$ cat config.mk
export PLATFORM = sky130hd
export DESIGN_NAME = adc_scan_seq
export DESIGN_NICKNAME = d
export VERILOG_FILES = /design/src/rtl/adc_scan_pkg.sv /design/src/rtl/adc_scan_ctrl.sv /design/src/rtl/adc_scan_slots.sv /design/src/rtl/adc_scan_result.sv /design/src/rtl/adc_scan_seq.sv
export SDC_FILE = /design/constraint.sdc
export NUM_CORES = 1
export LEC_CHECK = 0
export BUFFER_PORTS_ARGS = -buffer_cell sky130_fd_sc_hd__buf_4
export CAP_MARGIN = 20
export CORE_ASPECT_RATIO = 0.8
export CORE_MARGIN = 2
export CORE_UTILIZATION = 40
export CTS_BUF_LIST = sky130_fd_sc_hd__clkbuf_16
export CTS_CLUSTER_DIAMETER = 200
export DETAILED_ROUTE_END_ITERATION = 6
export GPL_ROUTABILITY_DRIVEN = 0
export PLACE_DENSITY = 0.81
export SYNTH_ARGS = -nofsm -noshare
export SYNTH_HDL_FRONTEND = slang
export SYNTH_SLANG_ARGS = --single-unit
$ cat constraint.sdc
create_clock -name clk -period 1.5 [get_ports clk]
set_clock_uncertainty 0.15 [all_clocks]
set_input_delay 0.075 -clock clk [delete_from_list [all_inputs] [get_ports clk]]
set_output_delay 0.075 -clock clk [all_outputs]
set_load 0.02 [all_outputs]
$ cat src/rtl/adc_scan_pkg.sv
package adc_scan_pkg;
  typedef enum logic [1:0] {
    ST_STOP  = 2'd0,
    ST_IDLE  = 2'd1,
    ST_ARMED = 2'd2,
    ST_CONV  = 2'd3
  } scan_state_e;
endpackage

$ cat src/rtl/adc_scan_ctrl.sv
module adc_scan_ctrl
  import adc_scan_pkg::*;
(
  input  logic clk,
  input  logic rst,
  input  logic en_i,
  input  logic start_wr_i,
  input  logic start_val_i,
  input  logic grp_wr_i,
  input  logic trig_i,
  input  logic done_i,
  output logic load_first_o,
  output logic advance_o,
  output logic abort_o,
  output logic kick_o
);
  scan_state_e st_q, st_n;
  logic in_conv, wr_one, wr_zero;

  assign in_conv = (st_q == ST_CONV);
  assign wr_one  = start_wr_i & start_val_i;
  assign wr_zero = start_wr_i & ~start_val_i;

  // any cause in a converting cycle discards the conversion right away
  assign abort_o = in_conv & (~en_i | trig_i | grp_wr_i | start_wr_i);
  assign advance_o = in_conv & done_i & ~abort_o;
  assign load_first_o = en_i & ~wr_zero &
                        (((st_q == ST_ARMED) & trig_i) |
                         (in_conv & (trig_i | grp_wr_i | wr_one)));

  always_comb begin
    st_n = st_q;
    if (!en_i) begin
      st_n = ST_STOP;
    end else begin
      unique case (st_q)
        ST_STOP, ST_IDLE: st_n = wr_one ? ST_ARMED : ST_IDLE;
        ST_ARMED:         st_n = wr_zero ? ST_IDLE : (trig_i ? ST_CONV : ST_ARMED);
        ST_CONV:          st_n = wr_zero ? ST_IDLE : ST_CONV;
        default:          st_n = ST_STOP;
      endcase
    end
  end

  always_ff @(posedge clk) begin
    if (rst) begin
      st_q   <= ST_STOP;
      kick_o <= 1'b0;
    end else begin
      st_q   <= st_n;
      kick_o <= load_first_o | advance_o;
    end
  end

  assert_off_no_kick_R1: assert property (@(posedge clk) disable iff (rst)
    !en_i |=> !kick_o);
  assert_disable_stops_R2: assert property (@(posedge clk) disable iff (rst)
    !en_i |=> st_q == ST_STOP);
  assert_armed_waits_R3: assert property (@(posedge clk) disable iff (rst)
    (st_q == ST_ARMED && !trig_i) |=> !kick_o);
  assert_clear_idles_R10: assert property (@(posedge clk) disable iff (rst)
    (in_conv && wr_zero && en_i) |=> (st_q == ST_IDLE && !kick_o));
endmodule

$ cat src/rtl/adc_scan_slots.sv
module adc_scan_slots #(
  parameter int GSEL_W   = 1,
  parameter int SCAN_LEN = 4,
  parameter int SLOT_W   = $clog2(SCAN_LEN),
  parameter int CH_W     = GSEL_W + SLOT_W
) (
  input  logic              clk,
  input  logic              rst,
  input  logic              grp_wr_i,
  input  logic [GSEL_W-1:0] grp_val_i,
  input  logic              load_first_i,
  input  logic              advance_i,
  output logic [CH_W-1:0]   chan_o
);
  localparam logic [SLOT_W-1:0] LAST_SLOT = SLOT_W'(SCAN_LEN - 1);

  logic [GSEL_W-1:0] grp_q, grp_eff, base_q;
  logic [SLOT_W-1:0] slot_q, slot_nx;

  assign grp_eff = grp_wr_i ? grp_val_i : grp_q;
  assign slot_nx = (slot_q == LAST_SLOT) ? '0 : slot_q + 1'b1;

  always_ff @(posedge clk) begin
    if (rst) begin
      grp_q  <= '0;
      base_q <= '0;
      slot_q <= '0;
      chan_o <= '0;
    end else begin
      if (grp_wr_i) grp_q <= grp_val_i;
      if (load_first_i) begin
        base_q <= grp_eff;
        slot_q <= '0;
        chan_o <= {grp_eff, {SLOT_W{1'b0}}};
      end else if (advance_i) begin
        slot_q <= slot_nx;
        chan_o <= {base_q, slot_nx};
      end
    end
  end

  assert_new_group_base_R8: assert property (@(posedge clk) disable iff (rst)
    (load_first_i && grp_wr_i) |=> chan_o == {$past(grp_val_i), {SLOT_W{1'b0}}});
  assert_wrap_first_R6: assert property (@(posedge clk) disable iff (rst)
    (advance_i && !load_first_i && slot_q == LAST_SLOT) |=> chan_o[SLOT_W-1:0] == '0);
endmodule

$ cat src/rtl/adc_scan_result.sv
module adc_scan_result #(
  parameter int RES_W = 10
) (
  input  logic             clk,
  input  logic             rst,
  input  logic             accept_i,
  input  logic             abort_i,
  input  logic [RES_W-1:0] data_i,
  output logic [RES_W-1:0] result_o,
  output logic             irq_o
);
  always_ff @(posedge clk) begin
    if (rst) begin
      result_o <= '0;
      irq_o    <= 1'b0;
    end else begin
      irq_o <= accept_i;
      if (accept_i) result_o <= data_i;
    end
  end

  assert_abort_no_irq_R11: assert property (@(posedge clk) disable iff (rst)
    abort_i |=> (!irq_o && $stable(result_o)));
endmodule

$ cat src/rtl/adc_scan_seq.sv
module adc_scan_seq #(
  parameter int GSEL_W   = 1,
  parameter int SCAN_LEN = 4,
  parameter int RES_W    = 10
) (
  input  logic                                 clk,
  input  logic                                 rst,
  input  logic                                 en_i,
  input  logic                                 start_wr_i,
  input  logic                                 start_val_i,
  input  logic                                 grp_wr_i,
  input  logic [GSEL_W-1:0]                    grp_val_i,
  input  logic                                 trig_i,
  input  logic                                 core_done_i,
  input  logic [RES_W-1:0]                     core_result_i,
  output logic                                 core_start_o,
  output logic                                 core_abort_o,
  output logic [GSEL_W+$clog2(SCAN_LEN)-1:0]   core_chan_o,
  output logic [RES_W-1:0]                     result_o,
  output logic                                 eoc_irq_o
);
  localparam int SLOT_W = $clog2(SCAN_LEN);
  localparam int CH_W   = GSEL_W + SLOT_W;

  logic load_first, advance;

  adc_scan_ctrl u_ctrl (
    .clk(clk), .rst(rst), .en_i(en_i),
    .start_wr_i(start_wr_i), .start_val_i(start_val_i),
    .grp_wr_i(grp_wr_i), .trig_i(trig_i), .done_i(core_done_i),
    .load_first_o(load_first), .advance_o(advance),
    .abort_o(core_abort_o), .kick_o(core_start_o)
  );

  adc_scan_slots #(.GSEL_W(GSEL_W), .SCAN_LEN(SCAN_LEN), .SLOT_W(SLOT_W), .CH_W(CH_W)) u_slots (
    .clk(clk), .rst(rst), .grp_wr_i(grp_wr_i), .grp_val_i(grp_val_i),
    .load_first_i(load_first), .advance_i(advance), .chan_o(core_chan_o)
  );

  adc_scan_result #(.RES_W(RES_W)) u_res (
    .clk(clk), .rst(rst), .accept_i(advance), .abort_i(core_abort_o),
    .data_i(core_result_i), .result_o(result_o), .irq_o(eoc_irq_o)
  );

  assert_irq_needs_done_R5: assert property (@(posedge clk) disable iff (rst)
    eoc_irq_o |-> $past(core_done_i && !core_abort_o));
  assert_restart_on_trig_R7: assert property (@(posedge clk) disable iff (rst)
    (core_abort_o && trig_i && en_i && !start_wr_i && !grp_wr_i) |=>
      (core_start_o && core_chan_o[SLOT_W-1:0] == '0));
endmodule

==> impl_metrics.yaml <==
worst_setup_path:
  cp_data_required_time_ns: 1.27
  worst_setup_path_end_kind: "output pin"
  rr_startpoint: "u_slots.chan_o[0]"
  r2r_slack_ns: 0.05
  arrival_ns: 1.24
  r2r_cells: 3
  path_class: "in2out"
  critPathLaunchType: "input port"
  r2r_end: "u_slots.chan_o[0]"
  path_max_fanout: 14
sta:
  timing.fmax_mhz: 684
  slew_violations: 0
  finalCritPeriodShare: 0.975
  max_slew.worst_pin.slew_ns: 0.325
  timing.final.hold_violations: 0
  setup_viol: 0
  layout_min_cycle_time_ns: 1.46
  timing.slew.headroom: 0.782
global_route:
  grt_pass1_wl_um: 4200
  met2_usage: 0.410
  use_met3: 0.0379
  use_met1: 0.304
  antenna_found_initial: 0
  grt_max_degree: 19
  grt_pass1_vias: 926
  globalRoute.busiestLayer: "met2"
  grtUsageTotal: 0.251
  overflow: 0
clocking:
  postCtsSetupBuffers: 0
  insertion_delay_ns: 0.24
  clock_path_buffers: 2
  numCtsBuffers: 3
  cts_tree: "done"
  cts_root_buffer: "clkbuf_16"
  cts.htree.levels: 1
  clock-sinks: 19
  clk_pin_slew_ns: 0.05
die:
  fp.dieW_um: 53.4
  std_cell_rows: 14
  start_util: 0.420
  die_height_um: 43.5
  die_area_mm2: 0.00232
  fp.coreArea_mm2: 0.00186
  io_pins: 35
detailed_routing:
  avgViaCountPerCell: 5.62
  firstDrtPassIters: 4
  first_iter_violations: 12
  drc_errors: 0
  wl_um: 2550
  avgRoutedWirePerCell_um: 15.5
  vias: 921
  ant_nets: 0
synthesis:
  synth_compound_area_frac: 0.263
  synth_warnings: 0
  muxShareOfSynthArea: 0.0128
  syn_avg_cell_area_um2: 8.86
  synthCells: 88
  synthesis.area_um2: 779
  yosysTopAreaCell: "dfxtp_1"
  synth_cell_types: 25
  synthAdderAreaFrac: 0.0161
  synth_top_area_frac: 0.488
  yosys.area_share.simple: 0.186
  ys_ff_latch: 19
  synth_top_family_by_area: "compound AO/OA/AOI/OAI gates"
  yosys-top-cells-area: "dfxtp_1 49%, o21ai_0 9.0%, nand3_1 8.3%, a21oi_1 7.7%, a211oi_1 2.9%"
  yosysSeqAreaShare: 0.488
  synth-xor-area-share: 0
  synth_fp_nets: 108
layout:
  n_fill_cell: 143
  antenna_cells: 0
  fin_util: 0.710
  drive_gt1_frac: 0.350
  multi_input_area_um2: 385
  final-seq-area_um2: 380
  area_growth_pct: 69.0
  layout.nets: 161
worst_hold_path:
  hp-start: "en_i"
  hold_path.class: "in2reg"
  hold_end: "u_ctrl.st_q[1]"
  hold_depth: 4
power:
  p_leak_uw: 0.000561
  peakVddDrop_uv: 566
  power_density_mw_per_mm2: 885
  total_power_uw: 1170
placement:
  dpl.hpwl_um: 1550
  portBuffers: 34
flow_run:
  max_cap_violations: 0
run_status:
  status: "finished clean"
-- critical path, stage by stage --
cell and delay [ns]:
buf_4 0.11, or4b_4 0.53, buf_6 0.16, and3_1 0.19, buf_4 0.16
-- layer usage --
| layer | wire [um] | vias up |
|---|---|---|
| met5 | 0 | - |
| met4 | 87 | 0 |
| met3 | 173 | 10 |
| met2 | 1280 | 50 |
| met1 | 1010 | 426 |
| li1 | - | 435 |
-- state kept, by name, indices dropped and copies added (netlist names) --
register and cells:
u_ctrl.st_q 2, u_ctrl.kick_o 1, u_slots.base_q 1, u_res.result_o 10, u_slots.chan_o 3, u_res.irq_o 1
u_slots.grp_q 1
-- area by class of cell --
class / instances / area share
clock inverters: 1 / 0.00285
repair buffers: 54 / 0.333
well taps: 24 / 0.0228
inverters: 1 / 0.00285
flip-flops and latches: 19 / 0.289
clock buffers: 3 / 0.0570
multi-input cells: 62 / 0.292
-- synthesized netlist by cell type --
| master | n |
|---|---|
| dfxtp_1 | 19 |
| o21ai_0 | 14 |
| nand3_1 | 13 |
| a21oi_1 | 12 |
| clkbuf_1 | 5 |
| a211oi_1 | 3 |
| and3_1 | 2 |
| nor2_1 | 2 |
| o21a_1 | 2 |
| a311oi_1 | 1 |
| and2_1 | 1 |
| buf_1 | 1 |
| ha_1 | 1 |
| inv_1 | 1 |
| mux2i_1 | 1 |
| nand2_1 | 1 |
| nand2b_1 | 1 |
| nor2b_1 | 1 |
| nor4b_1 | 1 |
| o2111a_1 | 1 |
| o211a_1 | 1 |
| o211ai_1 | 1 |
| or2b_1 | 1 |
| or4_1 | 1 |
| or4b_4 | 1 |
-- layout by cell type, fill, tap and decap left out, drive strengths merged --
| cell type | count |
|---|---|
| buf | 42 |
| dfxtp | 19 |
| o21ai | 14 |
| nand3 | 13 |
| a21oi | 12 |
| dlygate4sd3 | 12 |
| clkbuf | 3 |
| a211oi | 3 |
| o21a | 2 |
| nor2 | 2 |
| inv | 2 |
| and3 | 2 |
| or4b | 1 |
| or4 | 1 |
| and2 | 1 |
| or2b | 1 |
| o211a | 1 |
| mux2i | 1 |
| nor4b | 1 |
| nand2b | 1 |
| nor2b | 1 |
| o211ai | 1 |
| nand2 | 1 |
| o2111a | 1 |
| a311oi | 1 |
| ha | 1 |
-- worst max-delay path by stage --
stage,startpoint,endpoint,slack (ns)
after floorplan,start_wr_i,u_slots.chan_o[0],0.004
after global routing,u_slots.chan_o[0],u_slots.chan_o[0],-0.01
final,start_wr_i,core_abort_o,0.04
after global placement,start_wr_i,u_slots.chan_o[0],-0.1
after CTS,start_wr_i,core_abort_o,0.001
after detailed placement,start_wr_i,u_slots.chan_o[0],-0.12
-- timing repair --
| item | CTS | global route |
|---|---|---|
| gates resized for setup | 0 | 3 |
| endpoints found under the setup margin | 0 | 4 |
| hold buffers | 12 | 0 |
| endpoints found under the hold margin | 16 | 0 |
-- per-stage QoR --
stage,std cells,area (um^2),hold slack [ns],TNS (ns),worst slack [ns]
3_5_place_dp,148,1110,0.199,-0.122,-0.122
4_1_cts,164,1310,0.0719,0,0.00123
5_1_grt,164,1320,0.110,-0.0139,-0.0139
6_report,164,1320,0.0826,0,0.0373
2_1_floorplan,88,779,0.0727,0,0.00364
3_3_place_gp,148,1110,0.190,-0.0981,-0.0981
-- where the power goes --
part,switching [uW],internal [uW],leakage [uW]
clock,176,354,0.0000423
sequential,4.76,511,0.000154
combinational,47.2,72.5,0.000366
-- kinds of logic after synthesis --
kind of cell | count (synthesis)
compound gates | 35
simple gates | 25
buf+inv | 7
flops | 19
fa+ha+maj | 1
mux | 1
Power figures use the tool's default switching activity.
